[src/rtl/uart_qi_pkg.sv]
`timescale 1ns/1ps
package uart_qi_pkg;
  localparam int NSRC      = 7;
  localparam int SRC_RXLVL = 0;
  localparam int SRC_TXLVL = 1;
  localparam int SRC_RXTO  = 2;
  localparam int SRC_FRM   = 3;
  localparam int SRC_PAR   = 4;
  localparam int SRC_BRK   = 5;
  localparam int SRC_OVR   = 6;

  // fractional fill threshold for a select code; undefined codes act as half
  function automatic int unsigned frac_level(input logic [2:0] sel, input int unsigned depth);
    case (sel)
      3'd0:    return depth / 8;
      3'd1:    return depth / 4;
      3'd2:    return depth / 2;
      3'd3:    return (depth * 3) / 4;
      3'd4:    return (depth * 7) / 8;
      default: return depth / 2;
    endcase
  endfunction
endpackage

[src/rtl/uart_qi_fifo.sv]
`timescale 1ns/1ps
module uart_qi_fifo #(
  parameter  int W     = 8,
  parameter  int DEPTH = 16,
  localparam int AW    = $clog2(DEPTH),
  localparam int CW    = AW + 1
) (
  input  logic          clk,
  input  logic          rst,
  input  logic          wr_en,
  input  logic [W-1:0]  wr_data,
  input  logic          rd_en,
  output logic [W-1:0]  rd_data,
  output logic          wr_acc,
  output logic          rd_acc,
  output logic [CW-1:0] count,
  output logic          full,
  output logic          empty
);
  logic [W-1:0]  mem [DEPTH];
  logic [AW-1:0] wr_ptr, rd_ptr;

  assign full    = (count == CW'(DEPTH));
  assign empty   = (count == '0);
  assign wr_acc  = wr_en && !full;
  assign rd_acc  = rd_en && !empty;
  assign rd_data = mem[rd_ptr];

  // storage without reset so it maps to distributed RAM
  always_ff @(posedge clk) begin
    if (wr_acc) mem[wr_ptr] <= wr_data;
  end

  always_ff @(posedge clk) begin
    if (rst) begin
      wr_ptr <= '0;
      rd_ptr <= '0;
      count  <= '0;
    end else begin
      if (wr_acc) wr_ptr <= wr_ptr + AW'(1);
      if (rd_acc) rd_ptr <= rd_ptr + AW'(1);
      case ({wr_acc, rd_acc})
        2'b10:   count <= count + CW'(1);
        2'b01:   count <= count - CW'(1);
        default: count <= count;
      endcase
    end
  end

  p_no_overflow_r1: assert property (@(posedge clk) disable iff (rst)
    count <= CW'(DEPTH));
  p_full_drops_r2: assert property (@(posedge clk) disable iff (rst)
    wr_en && full && !rd_en |=> count == CW'(DEPTH));
endmodule

[src/rtl/uart_qi_rxto.sv]
`timescale 1ns/1ps
module uart_qi_rxto #(
  parameter  int LIMIT = 512,
  localparam int TW    = $clog2(LIMIT + 1)
) (
  input  logic clk,
  input  logic rst,
  input  logic tick,
  input  logic restart,
  input  logic q_empty,
  input  logic q_full,
  output logic fire
);
  logic [TW-1:0] cnt;

  // saturating counter: one event per quiet interval
  assign fire = tick && !restart && !q_empty && !q_full && (cnt == TW'(LIMIT - 1));

  always_ff @(posedge clk) begin
    if (rst || restart || q_empty) cnt <= '0;
    else if (tick && cnt != TW'(LIMIT)) cnt <= cnt + TW'(1);
  end

  p_count_sat_r7: assert property (@(posedge clk) disable iff (rst)
    cnt <= TW'(LIMIT));
endmodule

[src/rtl/uart_qi_irq.sv]
`timescale 1ns/1ps
module uart_qi_irq #(
  parameter int N = 7
) (
  input  logic         clk,
  input  logic         rst,
  input  logic [N-1:0] set,
  input  logic [N-1:0] clr,
  input  logic [N-1:0] mask,
  output logic [N-1:0] raw,
  output logic [N-1:0] masked,
  output logic         req
);
  for (genvar i = 0; i < N; i++) begin : g_src
    always_ff @(posedge clk) begin
      if (rst)         raw[i] <= 1'b0;
      else if (set[i]) raw[i] <= 1'b1;
      else if (clr[i]) raw[i] <= 1'b0;
    end

    p_sticky_r8: assert property (@(posedge clk) disable iff (rst)
      raw[i] && !clr[i] |=> raw[i]);
    p_set_wins_r8: assert property (@(posedge clk) disable iff (rst)
      set[i] |=> raw[i]);
  end

  assign masked = raw & mask;
  assign req    = |masked;
endmodule

[src/rtl/uart_queue_irq.sv]
`timescale 1ns/1ps
module uart_queue_irq
  import uart_qi_pkg::*;
#(
  parameter  int DEPTH   = 16,
  parameter  int DW      = 8,
  parameter  int TO_BITS = 32,
  parameter  int OVS     = 16,
  localparam int CW      = $clog2(DEPTH) + 1,
  localparam int EW      = DW + 4
) (
  input  logic          clk,
  input  logic          rst,
  input  logic          baud16_tick,
  input  logic          tx_wr_en,
  input  logic [DW-1:0] tx_wr_data,
  input  logic          tx_rd_en,
  output logic [DW-1:0] tx_rd_data,
  input  logic          tx_shift_active,
  input  logic          rx_wr_en,
  input  logic [DW-1:0] rx_wr_data,
  input  logic [2:0]    rx_wr_stat,
  input  logic          rx_rd_en,
  output logic [EW-1:0] rx_rd_data,
  input  logic [2:0]    tx_lvl_sel,
  input  logic [2:0]    rx_lvl_sel,
  input  logic [6:0]    irq_mask,
  input  logic [6:0]    irq_clr,
  output logic [CW-1:0] tx_level,
  output logic [CW-1:0] rx_level,
  output logic          tx_full,
  output logic          tx_empty,
  output logic          rx_full,
  output logic          rx_empty,
  output logic [6:0]    irq_raw,
  output logic [6:0]    irq_masked,
  output logic          irq,
  output logic          busy
);
  localparam int TO_LIMIT = TO_BITS * OVS;

  logic tx_wr_acc, tx_rd_acc, rx_wr_acc, rx_rd_acc;
  logic ovr_pend, to_fire;
  logic [CW-1:0] rx_thr, tx_thr;
  logic [NSRC-1:0] src_set;
  logic [EW-1:0] rx_din;

  assign rx_thr = CW'(frac_level(rx_lvl_sel, DEPTH));
  assign tx_thr = CW'(frac_level(tx_lvl_sel, DEPTH));
  assign rx_din = {ovr_pend, rx_wr_stat, rx_wr_data};

  uart_qi_fifo #(.W(DW), .DEPTH(DEPTH)) u_txq (
    .clk(clk), .rst(rst), .wr_en(tx_wr_en), .wr_data(tx_wr_data),
    .rd_en(tx_rd_en), .rd_data(tx_rd_data), .wr_acc(tx_wr_acc), .rd_acc(tx_rd_acc),
    .count(tx_level), .full(tx_full), .empty(tx_empty));

  uart_qi_fifo #(.W(EW), .DEPTH(DEPTH)) u_rxq (
    .clk(clk), .rst(rst), .wr_en(rx_wr_en), .wr_data(rx_din),
    .rd_en(rx_rd_en), .rd_data(rx_rd_data), .wr_acc(rx_wr_acc), .rd_acc(rx_rd_acc),
    .count(rx_level), .full(rx_full), .empty(rx_empty));

  uart_qi_rxto #(.LIMIT(TO_LIMIT)) u_rxto (
    .clk(clk), .rst(rst), .tick(baud16_tick), .restart(rx_wr_acc || rx_rd_acc),
    .q_empty(rx_empty), .q_full(rx_full), .fire(to_fire));

  // lost-character marker carried by the next accepted receive entry
  always_ff @(posedge clk) begin
    if (rst)                        ovr_pend <= 1'b0;
    else if (rx_wr_en && rx_full)   ovr_pend <= 1'b1;
    else if (rx_wr_acc)             ovr_pend <= 1'b0;
  end

  always_comb begin
    src_set            = '0;
    src_set[SRC_RXLVL] = rx_wr_acc && !rx_rd_acc && (rx_level == rx_thr - CW'(1));
    src_set[SRC_TXLVL] = tx_rd_acc && !tx_wr_acc && (tx_level == tx_thr + CW'(1));
    src_set[SRC_RXTO]  = to_fire;
    src_set[SRC_FRM]   = rx_wr_acc && rx_wr_stat[0];
    src_set[SRC_PAR]   = rx_wr_acc && rx_wr_stat[1];
    src_set[SRC_BRK]   = rx_wr_acc && rx_wr_stat[2];
    src_set[SRC_OVR]   = rx_wr_en && rx_full;
  end

  uart_qi_irq #(.N(NSRC)) u_irq (
    .clk(clk), .rst(rst), .set(src_set), .clr(irq_clr), .mask(irq_mask),
    .raw(irq_raw), .masked(irq_masked), .req(irq));

  always_ff @(posedge clk) begin
    if (rst) busy <= 1'b0;
    else     busy <= tx_wr_acc || !tx_empty || tx_shift_active;
  end

  p_busy_on_write_r10: assert property (@(posedge clk) disable iff (rst)
    tx_wr_en && !tx_full |=> busy);
  p_busy_hold_r10: assert property (@(posedge clk) disable iff (rst)
    tx_shift_active |=> busy);
  p_overrun_flag_r3: assert property (@(posedge clk) disable iff (rst)
    rx_wr_en && rx_full |=> irq_raw[SRC_OVR]);
  p_timeout_needs_data_r7: assert property (@(posedge clk) disable iff (rst)
    rx_empty |=> !$rose(irq_raw[SRC_RXTO]));
endmodule

[config.mk]
export PLATFORM = sky130hd
export DESIGN_NAME = uart_queue_irq
export DESIGN_NICKNAME = d
export VERILOG_FILES = /design/src/rtl/uart_qi_pkg.sv /design/src/rtl/uart_qi_fifo.sv /design/src/rtl/uart_qi_rxto.sv /design/src/rtl/uart_qi_irq.sv /design/src/rtl/uart_queue_irq.sv
export SDC_FILE = /design/constraint.sdc
export NUM_CORES = 1
export LEC_CHECK = 0
export ABC_AREA = 1
export ABC_CLOCK_PERIOD_IN_PS = 2590
export BUFFER_PORTS_ARGS = -buffer_cell sky130_fd_sc_hd__clkbuf_2
export CORE_MARGIN = 8
export CORE_UTILIZATION = 50
export DETAILED_ROUTE_END_ITERATION = 8
export MAX_ROUTING_LAYER = met4
export PLACE_DENSITY = 0.74
export SLEW_MARGIN = 0
export SYNTH_ARGS = -nofsm -noshare
export SYNTH_HDL_FRONTEND = slang
export SYNTH_SLANG_ARGS = --single-unit
[constraint.sdc]
create_clock -name clk -period 2.59 [get_ports clk]
set_input_delay 0.518 -clock clk [delete_from_list [all_inputs] [get_ports clk]]
set_output_delay 0.518 -clock clk [all_outputs]
set_load 0.02 [all_outputs]
### Word-level counts from Yosys, hierarchy flattened

Memories as Yosys holds them, arrays and structs flattened. A register that Yosys moved wholly into a read port is not among the register bits.
Index checks and enable logic that the tools add are counted.

| storage, ports and cells | value |
|---|---|
| output and inout port bits | 50 |
| input bits | 47 |
| memory bits (writable) | 320 |
| word-level logic and storage cells | 118 |
| bits in registers | 45 |
| memories kept | 2 |

Memory list:

| memory | words | width | rd ports | clocked after memory_dff | wr ports | line | source |
|---|---|---|---|---|---|---|---|
| u_rxq.mem | 16 | 12 | 1 | 1 | 1 | uart_qi_fifo.sv:20 | `logic [W-1:0] mem [DEPTH];` |
| u_txq.mem | 16 | 8 | 1 | 1 | 1 | uart_qi_fifo.sv:20 |  |

| operators by class | value |
|---|---|
| add/subtract/negate cells | 11 |
| bitwise gates (word level) | 1 |
| eq/ne operators | 16 |
| muxes and demuxes | 28 |
| reduce and logical (&&, ||, !) cells | 44 |

Operator list:

| operator | count |
|---|---|
| 4-bit case mux with 4 select lines | 2 |
| 1-bit two-way mux | 20 |
| 5-bit case mux with 2 select lines | 2 |
| 2-bit nonzero test | 10 |
| 1-bit logical AND | 17 |
| 4-bit by 1-bit adder with 4-bit output (second input constant) | 4 |
| 4-bit two-way mux | 4 |
| 5-bit by 1-bit adder with 5-bit output (second input constant) | 3 |
| 5-bit by 1-bit subtractor with 5-bit output (second input constant) | 3 |
| 10-bit by 1-bit adder with 10-bit output (second input constant) | 1 |
| 10-bit by 9-bit equality test with 1-bit output (second input constant) | 1 |
| 5-bit equality test | 2 |
| 5-bit equality test (second input constant) | 2 |
| 5-bit logical NOT | 2 |
| 10-bit != test (second input constant) | 1 |
| 7-bit AND | 1 |
| 1-bit logical NOT | 7 |
| 7-bit OR reduction | 1 |
| 3-bit by 1-bit equality test with 1-bit output (second input constant) | 2 |
| 3-bit by 2-bit equality test with 1-bit output (second input constant) | 2 |
| 3-bit equality test (second input constant) | 2 |
| 3-bit logical NOT | 2 |
| 1-bit logical OR | 5 |
| 2-bit by 1-bit equality test with 1-bit output (second input constant) | 2 |
| 2-bit equality test (second input constant) | 2 |

### Logic depth before layout (Yosys ltp)

| depth | value |
|---|---|
| depth after elaboration | 10 |
| gate-level depth with buffers | 16 |
| gate-level depth less buffers | 15 |

### Hierarchy

A second synthesis with hierarchy kept.

| unflattened totals | value |
|---|---|
| cells, all modules | 1338 |
| area, all modules | 16055.4 um^2 |

Modules (own cells, without submodules):

| module | seq. area each (um^2) | instances | area each (um^2) | cells each |
|---|---|---|---|---|
| uart_qi_fifo (u_rxq) | 6105.9 | 1 | 8649.5 | 643 |
| uart_qi_fifo (u_txq) | 4184.0 | 1 | 6125.9 | 480 |
| uart_qi_rxto | 200.2 | 1 | 671.9 | 102 |
| uart_qi_irq | 140.1 | 1 | 305.3 | 48 |
| uart_queue_irq | 40.0 | 1 | 302.8 | 65 |

### Least setup slack after synthesis

No wires, ideal clock.

| path | value |
|---|---|
| kind | register to register |
| start point | reg u_txq.count[0] |
| end point | reg u_txq.count[4] |
| stages on the path, launching flop included | 17 |
| data required time | 2.470 ns |
| path buffers | 1 |
| clock period less this slack | 2.394 ns |
| setup time | 0.120 ns |
| setup slack | 0.196 ns |
| arrival time | 2.274 ns |
| path through | dfxtp_1 nor4_1 nand2_1 nand2_1 inv_1 ha_1 buf_2 xor2_1 ha_1 inv_1 nand2_1 nand2_1 o21ai_1 a21oi_1 o21ai_1 o21ai_1 a21oi_1 |

| between the ends | value |
|---|---|
| cells in the longest elaborated chain, start to end | 5 |
| elaborated cells between the ends (all ways) | 12 |
| classes of those cells | 2 x add/sub; 3 x eq/ne; 1 x mux; 6 x reduce/logical |

Ends and longest elaborated chain:

| element | line | source |
|---|---|---|
| start: declaration | uart_qi_fifo.sv:16 | `output logic [CW-1:0] count,` |
| start signal: assignment | uart_qi_fifo.sv:43 | `2'b10: count <= count + CW'(1);` |
| start signal: assignment | uart_qi_fifo.sv:44 | `2'b01: count <= count - CW'(1);` |
| start signal: assignment | uart_qi_fifo.sv:45 | `default: count <= count;` |
| 5-bit equality test or 5-bit logical NOT (tied branches) | uart_qi_fifo.sv:23, uart_qi_fifo.sv:24 |  |
| 1-bit logical NOT, on equally long branches | uart_qi_fifo.sv:25, uart_qi_fifo.sv:26 |  |
| 1-bit logical AND, on equally long branches | uart_qi_fifo.sv:25, uart_qi_fifo.sv:26 |  |
| 2-bit by 1-bit equality test with 1-bit output or 2-bit equality test (tied branches) | uart_qi_fifo.sv:42 | `case ({wr_acc, rd_acc})` |
| 5-bit case mux with 2 select lines or 2-bit nonzero test (tied branches) | -- |  |

Several ways; a longest one is shown, not always the timed one.
A chain may end at the register's enable or synchronous reset.

==> impl_results.md <==
* Status: finished, final reports clean
* Maximum vdd drop at around 0.67 mV
* #FFs+latches synth at around 370
* Leakage at about 6.8 nW
* Fin. Hold Viols at 0
* Core Area at around 0.031 mm²
* Clock Latency Late Sink at between 0.5 and 0.6 ns
* Fraction of post-synthesis cell area in the top cell type by area at 61.7%
* Largest cells by area after synthesis: edfxtp_1 (62%), dfxtp_1 (6.8%), mux2i_1 (5.1%), o211ai_1 (3.9%), o21ai_0 (3.9%)
* Initial core utilization at between 50% and 60%
* Max_slew headroom at roughly half
* Post-Syn Nets at about 1.3k
* Ys Warns at 0
* Drt drc at 0
* GP Congestion at just over 0.8
* Worst Hold Class: primary input to register
* Clock root buffer: clkbuf_16
* Num CTS Buffers at 38
* Register area at roughly 0.011 mm²
* Final worst setup slack at between 0.04 and 0.05 ns
* Total global routing overflow at 0
* Routed len/inst at approximately 18 µm
* Delay-heaviest family, CP: flip-flops
* IO Pins at 97
* Synth cell count leaders: edfxtp_1 (320), inv_1 (155), o21ai_0 (120)
* Most frequent cell after synthesis: edfxtp_1
* PD cells at just over 900 mW/mm²
* Clock skew at between 0.015 and 0.02 ns
* Layout cells sized above 1 at 16.6%
* # fillers at between 2k and 2.5k
* Post-synth top flop: edfxtp_1
* Placed Cells at ~1.8k
* Diodes inserted at 0
* Largest net degree at the start of global routing at between 40 and 50
* Final Max Slew Viols at 0
* CP Max Fanout at 11
* Slowest stage delay, CP at approximately 0.47 ns
* Avg Vias per Cell at 5.49
* DR vias at approximately 10k
* Synthesized instance count at between 1k and 1.5k
* Post-synthesis sequential area ratio at 68.5%
* CTS tree: done
* Area grow syn2layout at 16.5%
* Detailed Routing Iterations Pass 1 at 5
* Post-place setup slack at between 0.1 and 0.15 ns
* Die W at 193 µm
* Tcrit/Tclk final at 98.4%
* Total GRT Usage at a little under a fifth
* Port Buf Inserts at 96
* Routed wire length at roughly 34 mm
* Max-Cap Viols at 0
* # hold bufs at CTS at 0
* Largest area contributor in the netlist: edfxtp_1
* Async SR Flop Fraction at 0%
* Die Ht at between 150 and 200 µm
* Nets@finish at 1474
* Post-synth EDFFs at 320
* RSZ-0062 raised after global routing: true
* Met1 GRT Util at between 20% and 30%
* Worst path arrival time at just over 2 ns
* CTS max path bufs at 3
* Critical path type: register to output port
* Yosys cell types at 35
* Startpoint types: register
* Vias in the first global route at approximately 10k
* Worst EP required at 2.07 ns
* Fmax at 392 MHz
* Clock sink total at roughly 370
* Slowest cell on crit path: dfxtp_4
* Area of the multi-input gates at between 0.004 and 0.005 mm²
* Busiest grt layer: met2
* Post-Syn Area per Cell at 12.3 µm²
* First-pass GRT wire length at 52.9 mm
* Min Tclk post-route at 2.55 ns
* Worst-Margin Slew at 0.774 ns
* Die area at roughly 0.037 mm²
* Critical Path End Type: output port
* Initial antenna violation count at 0
* Row Count at 64
* Initial detailed-routing violation count at approximately 770
* Synthesized area at ~0.016 mm²
* Detail Route Antenna Nets at 0
* DP HPWL at ~21 mm
* Clk slew on worst S/H paths at 0.06 ns
* Met2 Use GR at 31.0%
* Met3 usage at roughly 2.8%
* Worst Path Buf+Inv at 2
* Fin cells at 1834
* Crit path cell chain: buf_4, mux2i_1, o211ai_1, nand3_1, nand2_1, clkbuf_2
* H-tree depth at 2
* Final setup viols at 0
==> flip-flops by register name, summed over array words and instances, names as in the netlist, 4 cells and up, named ones only <==
signal / count
u_rxto.cnt: 10
u_txq.rd_ptr: 4
u_rxq.rd_ptr: 4
u_rxq.wr_ptr: 4
u_txq.wr_ptr: 4
u_rxq.count: 5
u_irq.raw: 7
u_txq.mem: 128
u_txq.count: 5
u_rxq.mem: 192
==> layout make-up <==
class / instances / share of cell area, %
multi-input cells: 676 / 22.4
well taps: 396 / 2.73
clock buffers: 52 / 5.99
repair buffers: 160 / 5.85
clock inverters: 18 / 0.958
flip-flops and latches: 373 / 58.8
inverters: 159 / 3.30
==> path summary, 6_finish.rpt <==
| kind | end | depth (start not counted) | slack, ns | from |
|---|---|---|---|---|
| max | tx_rd_data[2] | 6 | 0.04 | register |
| min | u_irq.raw[4] | 4 | 0.25 | irq_clr[4] |
| max reg2reg | u_txq.count[4] | 15 | 0.18 | u_txq.count[0] |
| min reg2reg | u_rxto.cnt[9] | 2 | 0.48 | u_rxto.cnt[9] |
==> report_power, final <==
group | switching (mW) | internal (mW) | leakage [nW] | total [mW]
logic | 2.81 | 1.65 | 2.83 | 4.46
clock network | 2.26 | 3.18 | 0.614 | 5.45
registers | 0.230 | 6.79 | 3.33 | 7.02
total | 5.30 | 11.6 | 6.78 | 16.9
==> worst min-delay path, cell delays in order <==
cell and delay (ns):
clkbuf_2 0.07, inv_1 0.03, nand2_1 0.05, a21oi_1 0.05
==> cells in the final DEF, fill, tap and decap left out, drive strengths merged <==
| master | count |
|---|---|
| edfxtp | 320 |
| inv | 160 |
| clkbuf | 145 |
| o21ai | 126 |
| a21oi | 112 |
| nand2 | 99 |
| o211ai | 81 |
| mux2i | 80 |
| nor2 | 71 |
| buf | 67 |
| dfxtp | 53 |
| nand3 | 47 |
| ha | 19 |
| xor2 | 13 |
| clkinv | 12 |
| nor3 | 8 |
| nand4 | 6 |
| nor4 | 4 |
| xnor2 | 3 |
| clkinvlp | 3 |
| nor3b | 2 |
| bufinv | 2 |
| o21a | 1 |
| a211oi | 1 |
| a31o | 1 |
| a2111oi | 1 |
| or2 | 1 |
==> per-stage QoR <==
step           hold WS [ns]  TNS (ns)  util (%)  area, µm²  total power, mW
2_1_floorplan         0.447         0         -      15600             10.1
3_3_place_gp          0.470         0      54.8      16800             11.3
3_5_place_dp          0.474         0      54.8      16800             11.4
4_1_cts               0.229   -0.0132      59.0      18100             16.9
5_1_grt               0.243    -0.267      59.2      18200             17.7
6_report              0.249         0      59.2      18200             16.9
==> per-layer routing <==
| layer | vias up | routed length (µm) |
|---|---|---|
| li1 | 4825 | - |
| met1 | 4870 | 14200 |
| met2 | 304 | 16700 |
| met3 | 66 | 1950 |
| met4 | 0 | 743 |
| met5 | - | 0 |
==> logic make-up (layout without fill, tap and decap cells) <==
kind of cell,Yosys count,in the layout,synth area share [%]
AOI/OAI and AO/OA,323,323,11.8
xor gates and xnor gates,16,16,0.899
adders and majority gates,19,19,1.53
buffers and inverters,219,389,5.59
DFF,373,373,68.5
muxes,80,80,5.14
and+or+nand+nor,238,238,6.59
==> timing repair <==
item                                    4_1_cts  5_1_grt
hold endpoints to repair                      0        0
resized for setup                             4       17
endpoints found under the setup margin       14       18
pin swaps                                     0        4
setup buffers                                 2        4
(Power assumes the default switching activity.)
